### config.mk
export PLATFORM = sky130hd
export DESIGN_NAME = afifo_chan
export DESIGN_NICKNAME = d
export VERILOG_FILES = /design/src/rtl/afifo_pkg.sv /design/src/rtl/afifo_store.sv /design/src/rtl/afifo_req.sv /design/src/rtl/afifo_err.sv /design/src/rtl/afifo_chan.sv
export SDC_FILE = /design/constraint.sdc
export NUM_CORES = 1
export LEC_CHECK = 0
export BUFFER_PORTS_ARGS = -buffer_cell sky130_fd_sc_hd__buf_2
export CORE_ASPECT_RATIO = 1.5
export CORE_MARGIN = 3
export CORE_UTILIZATION = 30
export CTS_BUF_LIST = sky130_fd_sc_hd__clkbuf_4 sky130_fd_sc_hd__clkbuf_8
export CTS_CLUSTER_DIAMETER = 50
export DETAILED_ROUTE_END_ITERATION = 10
export GPL_TIMING_DRIVEN = 0
export PLACE_DENSITY = 0.42
export SETUP_SLACK_MARGIN = 0.15
export SKIP_CTS_REPAIR_TIMING = 1
export SLEW_MARGIN = 20
export SYNTH_ARGS = -nofsm -noshare
export SYNTH_HDL_FRONTEND = slang
export SYNTH_SLANG_ARGS = --single-unit
### constraint.sdc
create_clock -name clk -period 3.3 [get_ports clk]
set_clock_uncertainty 0.2 [all_clocks]
set_input_delay 0.66 -clock clk [delete_from_list [all_inputs] [get_ports clk]]
set_output_delay 0.66 -clock clk [all_outputs]
set_load 0.01 [all_outputs]
### src/rtl/afifo_pkg.sv
package afifo_pkg;

   typedef enum logic {
      DIR_TX = 1'b0,
      DIR_RX = 1'b1
   } fifo_dir_e;

   function automatic int lvl_width(input int depth);
      return $clog2(depth + 1);
   endfunction

endpackage

### src/rtl/afifo_store.sv
module afifo_store
   import afifo_pkg::*;
#(
   parameter fifo_dir_e DIR    = DIR_TX,
   parameter int        DATA_W = 24,
   parameter int        DEPTH  = 8,
   parameter int        LVL_W  = 4
) (
   input  logic              clk,
   input  logic              rst_n,
   input  logic              flush,
   input  logic              wr_en,
   input  logic [DATA_W-1:0] wr_data,
   input  logic              rd_en,
   output logic [DATA_W-1:0] rd_data,
   output logic [LVL_W-1:0]  level_o,
   output logic              empty_o,
   output logic              full_o,
   output logic              err_evt_o
);

   localparam int PTR_W = $clog2(DEPTH);

   logic [DATA_W-1:0] slots [DEPTH];
   logic [PTR_W-1:0]  wr_ptr, rd_ptr;
   logic [LVL_W-1:0]  count;
   logic              wr_ok, rd_ok;

   assign full_o  = (count == LVL_W'(DEPTH));
   assign empty_o = (count == '0);
   assign wr_ok   = wr_en & ~full_o & ~flush;
   assign rd_ok   = rd_en & ~empty_o & ~flush;
   assign level_o = count;
   assign rd_data = empty_o ? '0 : slots[rd_ptr];

   generate
      if (DIR == DIR_TX) begin : g_evt_under
         assign err_evt_o = rd_en & empty_o & ~flush;
      end else begin : g_evt_over
         assign err_evt_o = wr_en & full_o & ~flush;
      end
   endgenerate

   always_ff @(posedge clk or negedge rst_n) begin
      if (!rst_n) begin
         for (int i = 0; i < DEPTH; i++) slots[i] <= '0;
      end else if (wr_ok) begin
         slots[wr_ptr] <= wr_data;
      end
   end

   always_ff @(posedge clk or negedge rst_n) begin
      if (!rst_n) begin
         wr_ptr <= '0;
         rd_ptr <= '0;
         count  <= '0;
      end else if (flush) begin
         wr_ptr <= '0;
         rd_ptr <= '0;
         count  <= '0;
      end else begin
         if (wr_ok) wr_ptr <= wr_ptr + 1'b1;
         if (rd_ok) rd_ptr <= rd_ptr + 1'b1;
         case ({wr_ok, rd_ok})
            2'b10:   count <= count + 1'b1;
            2'b01:   count <= count - 1'b1;
            default: count <= count;
         endcase
      end
   end

   assert_level_bound_R3: assert property (@(posedge clk) disable iff (!rst_n)
      count <= LVL_W'(DEPTH));

   assert_full_write_drop_R4: assert property (@(posedge clk) disable iff (!rst_n)
      (full_o && wr_en && !rd_en && !flush) |=> (full_o && $stable(rd_data)));

   assert_empty_read_hold_R5: assert property (@(posedge clk) disable iff (!rst_n)
      (empty_o && rd_en && !wr_en && !flush) |=> empty_o);

   assert_flush_empties_R11: assert property (@(posedge clk) disable iff (!rst_n)
      flush |=> (empty_o && level_o == '0));

endmodule

### src/rtl/afifo_req.sv
module afifo_req
   import afifo_pkg::*;
#(
   parameter fifo_dir_e DIR   = DIR_TX,
   parameter int        LVL_W = 4
) (
   input  logic [LVL_W-1:0] level_i,
   input  logic [LVL_W-1:0] thresh,
   input  logic             req_en,
   output logic             req_o
);

   logic hit;

   generate
      if (DIR == DIR_TX) begin : g_low_water
         assign hit = (level_i <= thresh);
      end else begin : g_high_water
         assign hit = (level_i >= thresh);
      end
   endgenerate

   assign req_o = req_en & hit;

endmodule

### src/rtl/afifo_err.sv
module afifo_err (
   input  logic clk,
   input  logic rst_n,
   input  logic evt_i,
   input  logic err_clr,
   input  logic err_en,
   output logic flag_o,
   output logic irq_o
);

   always_ff @(posedge clk or negedge rst_n) begin
      if (!rst_n)       flag_o <= 1'b0;
      else if (evt_i)   flag_o <= 1'b1;
      else if (err_clr) flag_o <= 1'b0;
   end

   assign irq_o = flag_o & err_en;

   assert_event_sets_R8: assert property (@(posedge clk) disable iff (!rst_n)
      evt_i |=> flag_o);

   assert_flag_sticky_R9: assert property (@(posedge clk) disable iff (!rst_n)
      (flag_o && !err_clr) |=> flag_o);

endmodule

### src/rtl/afifo_chan.sv
module afifo_chan
   import afifo_pkg::*;
#(
   parameter fifo_dir_e DIR    = DIR_TX,
   parameter int        DATA_W = 24,
   parameter int        DEPTH  = 8,
   parameter int        LVL_W  = lvl_width(DEPTH)
) (
   input  logic              clk,
   input  logic              rst_n,
   input  logic              flush,
   input  logic              wr_en,
   input  logic [DATA_W-1:0] wr_data,
   input  logic              rd_en,
   output logic [DATA_W-1:0] rd_data,
   input  logic [LVL_W-1:0]  thresh,
   input  logic              req_en,
   input  logic              err_en,
   input  logic              err_clr,
   output logic              empty,
   output logic              full,
   output logic [LVL_W-1:0]  level,
   output logic              req,
   output logic              err_flag,
   output logic              err_irq
);

   generate
      if (DEPTH < 2 || (DEPTH & (DEPTH - 1)) != 0) begin : g_bad_depth
         $error("afifo_chan: DEPTH must be a power of two, at least 2");
      end
      if (DATA_W < 8 || DATA_W > 32) begin : g_bad_width
         $error("afifo_chan: DATA_W must lie between 8 and 32");
      end
      if (LVL_W < $clog2(DEPTH + 1)) begin : g_bad_lvl
         $error("afifo_chan: LVL_W too narrow for DEPTH");
      end
   endgenerate

   logic err_evt;

   afifo_store #(
      .DIR(DIR), .DATA_W(DATA_W), .DEPTH(DEPTH), .LVL_W(LVL_W)
   ) store_i (
      .clk(clk), .rst_n(rst_n), .flush(flush),
      .wr_en(wr_en), .wr_data(wr_data),
      .rd_en(rd_en), .rd_data(rd_data),
      .level_o(level), .empty_o(empty), .full_o(full),
      .err_evt_o(err_evt)
   );

   afifo_req #(
      .DIR(DIR), .LVL_W(LVL_W)
   ) req_i (
      .level_i(level), .thresh(thresh), .req_en(req_en), .req_o(req)
   );

   afifo_err err_i (
      .clk(clk), .rst_n(rst_n), .evt_i(err_evt),
      .err_clr(err_clr), .err_en(err_en),
      .flag_o(err_flag), .irq_o(err_irq)
   );

endmodule

==> results by group, run 1 <==
Status
  • Status: finished, final reports clean

Cells and area
  • Syn-to-layout area delta: 19.37%
  • Count of non-filler cells in the finished layout: about 1.2k
  • Post-route cell area: 11340 µm²
  • Commonest non-fill, non-tap cell in the layout: dfrtp_1
  • Fin nets: 769
  • Layout cell share with drive strength beyond 1: 0.3191
  • Most frequent cells in the layout: 202 x dfrtp_1, 192 x mux2_1, 76 x buf_2

Setup path
  • Crit Path Category: flip-flop to primary output
  • Crit path max fanout: 10
  • Worst setup SP type: flip-flop
  • CP Data Required Time: around 2400 ps
  • Data arrival, critical path: 2240 ps
  • R2R depth: 10
  • Endpoint class of the critical path: primary output

Route
  • Antenna viol nets, final: 0
  • Via density: 4.810
  • DRC Markers: 0
  • DRT iter0 DRCs: 164
  • Post-Route WL: 24.14 mm
  • Routed vias: 5556
  • Drt wl/cell: about 21 µm
  • First-pass DRT Iterations: 4

Place
  • Gp weighted congestion: roughly 0.73
  • Cell count after placement: 1085
  • Placed cell areas: 10420 µm²
  • Detailed Place HPWL: approximately 16 mm
  • Setup slack at placement: -331.2 ps
  • PortBufs: 66

STA
  • Final Max Slew Viols: 0
  • Fmax: roughly 320 MHz
  • Measured slew at the worst slew-check pin: 600.9 ps
  • Final Cycle Share: 0.9392
  • Worst setup margin: about 200 ps
  • Tmin final: 3099 ps
  • Max-slew headroom: 0.5976
  • Final setup fails: 0
  • Fin. Hold Viols: 0
  • RSZ-0062 raised after global routing: true

Clocking
  • Reg clk slew, reported paths: approximately 60 ps
  • Clock Tree Buf Depth: 3
  • Clock sinks: about 200
  • Clk_lat worst skew: 520 ps
  • CTS HTree Levels: 2
  • CTS tree: built
  • TritonCTS buffer count: 35
  • CTS root buf: clkbuf_8

Power
  • Pwr/cell area: 741.6 nW/µm²
  • Leakage: 5.397 nW
  • Total power: about 8.4 mW
  • Peak VDD IR: 0.3169 mV

Synth
  • Syn avg cell area: approximately 16 µm²
  • Synthesized instance count: 611
  • Register area share after synthesis: 0.5346
  • Post-Syn Nets: 655
  • Mapped cell area: around 9500 µm²
  • Yosys warns: 0
  • Synthesis-stage register bit count: approximately 200
  • Netlist cell types: 43

Floorplan
  • Io pins: 69
  • Placeable Area: roughly 31000 µm²
  • Die area: 33890 µm²
  • Initial Utilization: 0.3052
  • Placement Rows: 79
  • Die H: 224.0 µm
  • Die Span X: 151.3 µm

Worst hold path
  • WHS Path Cells: 2
  • Min-delay worst type: input pin to flip-flop

Global route
  • Antenna violations before repair: 0
  • First-pass GRT wire length: between 30 and 40 mm
  • GRT overflow: 0
  • Vias in the first global route: 6279
  • Largest net degree at the start of global routing: 86
  • Gr usage total: 0.1482

Job
  • Max-cap check violation count: 0
[cells in the mapped netlist (all sizes together)]
library cell,n,share of area
xnor2,1,0.00092
o21bai,1,0.00079
mux2i,26,0.027
o21ai,5,0.0026
nor2b,1,0.00066
and4,1,0.00092
o31ai,1,0.00079
nor3b,2,0.0026
nor4,2,0.0029
o41ai,1,0.0029
nand2,6,0.0029
xor2,5,0.0046
a211oi,2,0.0034
nand3b,3,0.0032
nand3,2,0.0011
nand4b,1,0.0016
a21oi,3,0.0016
nand2b,4,0.0026
nor3,3,0.0021
a31oi,1,0.00066
nor4b,2,0.0018
a21o,2,0.0016
inv,7,0.0028
o21a,1,0.00079
buf,28,0.019
nor2,32,0.013
or4b,1,0.0011
or3,1,0.00066
dfrtp,203,0.53
and2,1,0.00066
ha,8,0.011
mux2,193,0.23
mux4,48,0.11
clkbuf,13,0.0051
[layout make-up]
class / instances / area (µm²)
Tap cell: 405 / 506.7
Sequential cell: 203 / 5081
Timing Repair Buffer: 77 / 490.5
Buffer: 41 / 326.6
Fill cell: 3015 / 19790
Clock buffer: 54 / 674.4
Antenna cell: 1 / 2.502
Multi-Input combinational cell: 360 / 4199
Inverter: 7 / 26.28
Clock inverter: 7 / 35.03
[power by group]
group	total, mW	switching (mW)	leakage [nW]	internal (mW)
logic	2.64	1.27	2.33	1.37
clock network	2.34	1.04	0.387	1.30
registers	3.43	0.325	2.68	3.10
total	8.41	2.64	5.40	5.77
[worst max-delay path: stages (launching register included)]
cell and delay [ps]:
dfrtp_1 390, buf_6 150, buf_6 210, mux4_2 540, mux2i_2 230, nor2_1 60
buf_2 150
[kinds of logic after synthesis]
family,Yosys count,share of synthesized area
adder cells (fa/ha/maj),8,0.01054
buffers and inverters,48,0.02686
XOR/XNOR,6,0.005531
flip-flops,203,0.5346
AND/OR/NAND/NOR,62,0.03740
multiplexers,267,0.3699
AO/OA/AOI/OAI,17,0.01514
[sequential cells by signal, indices dropped and copies added, names as in the netlist]
signal and cells:
err_i.flag_o 1, store_i.level_o 4, store_i.rd_ptr 3, store_i.slots 192
store_i.wr_ptr 3
[per-stage QoR]
step	TNS, ps	hold WS, ps	util
after floorplan	0	164.4	-
after global placement	-409890	261.3	0.3320
after detailed placement	-2480	269.7	0.3347
after CTS	-14020	-180.4	0.3574
after global routing	0	109.2	0.3642
final	0	139.6	0.3643
[worst paths after layout]
check | startpoint | end | slack [ps]
worst max-delay path | store_i.rd_ptr[0]$_DFFE_PN0P_ | rd_data[22] | 200
worst min-delay path | err_clr | err_i.flag_o$_DFFE_PN0P_ | 140
worst max register to register | store_i.level_o[1]$_DFFE_PN0P_ | store_i.level_o[3]$_DFFE_PN0P_ | 400
worst min register to register | store_i.slots[20]$_DFFE_PN0P_ | store_i.slots[20]$_DFFE_PN0P_ | 280
max in group asynchronous | rst_n | store_i.slots[12]$_DFFE_PN0P_ | 1320
min in group asynchronous | rst_n | store_i.slots[120]$_DFFE_PN0P_ | 440
[routing by layer]
layer | global-route usage | vias to the layer above | share of wire
li1 | - | 2495 | -
met1 | 0.1775 | 2931 | 0.40
met2 | 0.2661 | 89 | 0.54
met3 | 0.02570 | 41 | 0.031
met4 | 0.04947 | 0 | 0.026
met5 | 0 | - | 0
No activity file was read; power rests on OpenSTA's default activity.
==> inputs of run 2 (changes only) <==
CELL_PAD_IN_SITES_DETAIL_PLACEMENT = 1   (was default)
CELL_PAD_IN_SITES_GLOBAL_PLACEMENT = 1   (was default)
PLACE_DENSITY = 0.49   (was 0.42)
==> results by group, run 2 (synthesis gave the netlist of run 1 again) <==
Status
  • Status: finished, final reports clean

Setup path
  • CP Data Required Time: 2440 ps
  • Crit path max fanout: 8
  • CP max stage delay: roughly 500 ps
  • Crit Path Category: flip-flop to primary output
  • Worst setup SP type: flip-flop
  • CP max stage cell: mux4_2
  • Endpoint class of the critical path: primary output
  • R2R depth: 6
  • CP Cell Sequence: buf_6 -> buf_12 -> buf_16 -> mux4_2 -> mux2i_2 -> nor2_1 -> buf_2
  • Data arrival, critical path: around 2200 ps

Floorplan
  • Initial Utilization: 0.3052
  • Placement Rows: 79
  • Die area: ~34000 µm²
  • Placeable Area: 31140 µm²
  • Die H: 224.0 µm
  • Io pins: 69
  • Die Span X: around 150 µm

Clocking
  • Reg clk slew, reported paths: roughly 60 ps
  • Clock Tree Buf Depth: 3
  • CTS HTree Levels: 2
  • Clk_lat worst skew: 530 ps
  • CTS tree: built
  • CTS root buf: clkbuf_8
  • TritonCTS buffer count: 35
  • Clock sinks: just over 200

Place
  • Gp weighted congestion: between 0.7 and 0.8
  • PortBufs: 66
  • Detailed Place HPWL: between 15 and 20 mm
  • Setup slack at placement: -325.8 ps

Route
  • Routed vias: 5674
  • DRC Markers: 0
  • Antenna viol nets, final: 0
  • Via density: 4.921
  • Post-Route WL: 25.31 mm
  • Drt wl/cell: 21.95 µm
  • First-pass DRT Iterations: 4
  • DRT iter0 DRCs: about 150

Power
  • Sequential Power Share: 0.409
  • Gate power share: 0.314
  • Net Sw Frac: 0.3138
  • Net Sw Power: 2.635 mW
  • Leakage: 5.386 nW
  • Total power: 8.398 mW
  • Peak VDD IR: 0.3112 mV
  • Pwr/cell area: 741.7 nW/µm²
  • Clk pwr share: 0.277
  • Cell internal pwr: 5.763 mW

STA
  • Final Cycle Share: 0.9354
  • Tmin final: 3087 ps
  • Sum Neg Setup Slack: 0 ps
  • Fin. Hold Viols: 0
  • Max-slew headroom: 0.5298
  • Final setup fails: 0
  • Fmax: between 300 and 400 MHz
  • Measured slew at the worst slew-check pin: 702.2 ps
  • Worst setup margin: 213.1 ps
  • Final Max Slew Viols: 0
  • RSZ-0062 raised after global routing: true

Job
  • Max-cap check violation count: 0

Global route
  • First-pass GRT wire length: 39.36 mm
  • Largest net degree at the start of global routing: 88
  • Antenna violations before repair: 1
  • Gr usage total: 0.1541
  • Vias in the first global route: 6480
  • GRT overflow: 0

Cells and area
  • N_diodes: 0
  • Syn-to-layout area delta: 19.16%
  • Fin nets: about 770
  • Largest register by flop count: store_i.slots
  • Fin util: 0.3636
  • Layout cell share with drive strength beyond 1: 0.3168
  • Max reg flops: about 190
  • Most frequent cells in the layout: 203 x dfrtp_1, 192 x mux2_1, 75 x buf_2
  • Commonest non-fill, non-tap cell in the layout: dfrtp_1

Worst hold path
  • Min-delay worst type: input pin to flip-flop
  • WHS Path Cells: 2
-- run 2: final cells by class --
class,instances,area [µm²]
sequential,203,5080
tap,405,506.7
timing repair buffer,76,475.5
buffer,41,330.3
clock inverter,4,20.02
multi-input combinational,360,4193
clock buffer,57,690.7
fill,3222,19810
inverter,7,26.28
-- run 2: power by group through the flow --
stage	registers, mW	logic (mW)	clock network, mW
floorplan	3.36	1.68	0
global placement	3.41	2.46	0
detailed placement	3.49	2.56	0
CTS	3.44	2.57	2.43
global route	3.51	2.92	2.56
finish	3.43	2.63	2.33
-- run 2: worst paths after layout --
check | to | start | slack, ps
setup reg to reg | store_i.slots[35]$_DFFE_PN0P_ | store_i.level_o[3]$_DFFE_PN0P_ | 350
setup / recovery | rd_data[10] | store_i.rd_ptr[0]$_DFFE_PN0P_ | 210
hold / removal | err_i.flag_o$_DFFE_PN0P_ | err_clr | 110
hold reg to reg | store_i.slots[39]$_DFFE_PN0P_ | store_i.slots[39]$_DFFE_PN0P_ | 280
max in group asynchronous | store_i.slots[182]$_DFFE_PN0P_ | rst_n | 1310
min in group asynchronous | store_i.slots[122]$_DFFE_PN0P_ | rst_n | 430
-- run 2: layer usage --
metal  vias to the layer above  part of all wire  track usage
met3                        52             0.038      0.02854
met5                         -           0.00051            0
met1                      3034              0.39       0.1851
li1                       2484                 -            -
met2                       102              0.54       0.2747
met4                         2             0.025      0.05152
-- run 2: critical path, delay by kind of cell (launching register included) --
| family | cells | cell delay [ps] |
|---|---|---|
| mux | 2 | 700 |
| buf+inv | 4 | 560 |
| flops | 1 | 370 |
| simple gates | 1 | 60 |
-- run 2: through the flow --
stage,instances,area (µm²),hold WS [ps]
final,1153,11320,111.2
after global routing,1153,11320,112.5
after CTS,1146,11130,-181.2
after detailed placement,1085,10420,269.2
after global placement,1082,10340,261.2
after floorplan,611,9502,164.4
==> inputs of run 3 (changes only) <==
PLACE_DENSITY = 0.48   (was 0.49)
==> results by group, run 3 (synthesis gave the netlist of run 1 again) <==
Status
  • Status: finished, final reports clean

Global route
  • Vias in the first global route: 6635
  • Antenna violations before repair: 0
  • GRT overflow: 0
  • Gr usage total: 0.1554
  • Largest net degree at the start of global routing: 94
  • First-pass GRT wire length: 39.61 mm

Cells and area
  • Commonest non-fill, non-tap cell in the layout: dfrtp_1
  • Syn-to-layout area delta: 20.33%
  • N_diodes: 0
  • Largest register by flop count: store_i.slots
  • Fin util: 0.3672
  • Layout cell share with drive strength beyond 1: 0.3227
  • Max reg flops: 192
  • Most frequent cells in the layout: 202 x dfrtp_1, 192 x mux2_1, 75 x buf_2
  • FILL cells: 3219
  • Fin nets: 772

Worst hold path
  • Worst min-delay path endpoint: err_i.flag_o$_DFFE_PN0P_
  • Min-delay worst type: input pin to flip-flop
  • WHS Path Cells: 2
  • Hold_sp: err_clr

STA
  • Sum Neg Setup Slack: 0 ps
  • Tmin final: around 3100 ps
  • RSZ-0062 raised after global routing: true
  • Measured slew at the worst slew-check pin: 668.5 ps
  • Worst hold slack: 106.4 ps
  • Worst setup margin: between 150 and 200 ps
  • Fin. Hold Viols: 0
  • Final setup fails: 0
  • Max-slew headroom: 0.5523
  • Fmax: between 300 and 400 MHz
  • Final Cycle Share: 0.9410
  • Final Max Slew Viols: 0

Route
  • First-pass DRT Iterations: 4
  • Drt wl/cell: 22.19 µm
  • Antenna viol nets, final: 0
  • DRT iter0 DRCs: 187
  • Post-Route WL: 25.69 mm
  • Routed vias: 5658
  • DRC Markers: 0
  • Via density: 4.886

Setup path
  • Worst reg2reg startpoint: store_i.level_o[3]$_DFFE_PN0P_
  • Crit Path Category: flip-flop to primary output
  • Crit path max fanout: 7
  • RR Endpoint: store_i.slots[57]$_DFFE_PN0P_
  • Data arrival, critical path: roughly 2300 ps
  • R2R depth: 6
  • R2r setup slk: around 300 ps
  • Worst setup SP type: flip-flop
  • CP Data Required Time: approximately 2400 ps
  • Endpoint class of the critical path: primary output

Place
  • PortBufs: 66
  • Detailed Place HPWL: 17.02 mm
  • Gp weighted congestion: 0.6988
  • Setup slack at placement: -415.6 ps

Clocking
  • TritonCTS buffer count: 37
  • Clock sinks: 203
  • Reg clk slew, reported paths: 60 ps
  • CTS HTree Levels: 2
  • Clk_lat worst skew: 550 ps
  • CTS tree: built
  • CTS root buf: clkbuf_8
  • Clock Tree Buf Depth: 3

Power
  • Peak VDD IR: roughly 0.40 mV
  • Clk pwr share: 0.291
  • Leakage: 5.433 nW
  • Net Sw Frac: 0.3128
  • Total power: 8.643 mW
  • Sequential Power Share: 0.397
  • Net Sw Power: between 2 and 3 mW
  • Pwr/cell area: ~760 nW/µm²
  • Gate power share: 0.312
  • Cell internal pwr: 5.940 mW

Floorplan
  • Die Span X: 151.3 µm
  • Placement Rows: between 70 and 80
  • Placeable Area: between 30000 and 40000 µm²
  • Io pins: 69
  • Die area: 33890 µm²
  • Initial Utilization: 0.3052
  • Die H: 224.0 µm

Job
  • Max-cap check violation count: 0
run 3: per-layer routing:
layer | GRT usage | vias up | share of wire
met1 | 0.1796 | 3051 | 0.40
met2 | 0.2885 | 84 | 0.55
li1 | - | 2489 | -
met4 | 0.04274 | 0 | 0.018
met3 | 0.02995 | 34 | 0.033
met5 | 0 | - | 0
run 3: area by class of cell:
type	instances	area, µm²	share of cell area
Tap cell	405	506.7	0.04432
Inverter	7	26.28	0.002298
Sequential cell	203	5081	0.4444
Timing Repair Buffer	78	494.2	0.04323
Clock inverter	5	27.53	0.002408
Multi-Input combinational cell	360	4195	0.3669
Clock buffer	59	762.0	0.06664
Buffer	41	340.3	0.02977
run 3: worst max-delay path by stage:
stage | startpoint | endpoint | slack, ps | cells past startpoint
3_5_place_dp | store_i.rd_ptr[1]$_DFFE_PN0P_ | rd_data[0] | -420 | 6
4_1_cts | store_i.rd_ptr[1]$_DFFE_PN0P_ | rd_data[0] | -1030 | 6
6_report | store_i.rd_ptr[0]$_DFFE_PN0P_ | rd_data[12] | 190 | 7
3_3_place_gp | rst_n | store_i.slots[129]$_DFFE_PN0P_ | -2010 | 1
2_1_floorplan | store_i.level_o[1]$_DFFE_PN0P_ | store_i.level_o[3]$_DFFE_PN0P_ | 590 | 10
5_1_grt | store_i.rd_ptr[0]$_DFFE_PN0P_ | rd_data[11] | 70 | 7
run 3: worst max-delay path, stage by stage (launching register included):
cell     delay [ps]
dfrtp_1         370
buf_6           150
buf_12          140
buf_16          130
mux4_2          510
mux2i_2         190
nor2_1           50
buf_2           140
run 3: through the flow:
stage	cell area, µm²	cells
2_1_floorplan	9502	611
3_3_place_gp	10340	1082
3_5_place_dp	10420	1085
4_1_cts	11210	1149
5_1_grt	11430	1158
6_report	11430	1158
run 3: power groups by stage:
| stage | logic (mW) | registers [mW] | clock network (mW) |
|---|---|---|---|
| 2_1_floorplan | 1.68 | 3.36 | 0 |
| 3_3_place_gp | 2.47 | 3.41 | 0 |
| 3_5_place_dp | 2.58 | 3.48 | 0 |
| 4_1_cts | 2.59 | 3.44 | 2.62 |
| 5_1_grt | 2.97 | 3.52 | 2.74 |
| 6_report | 2.70 | 3.43 | 2.51 |
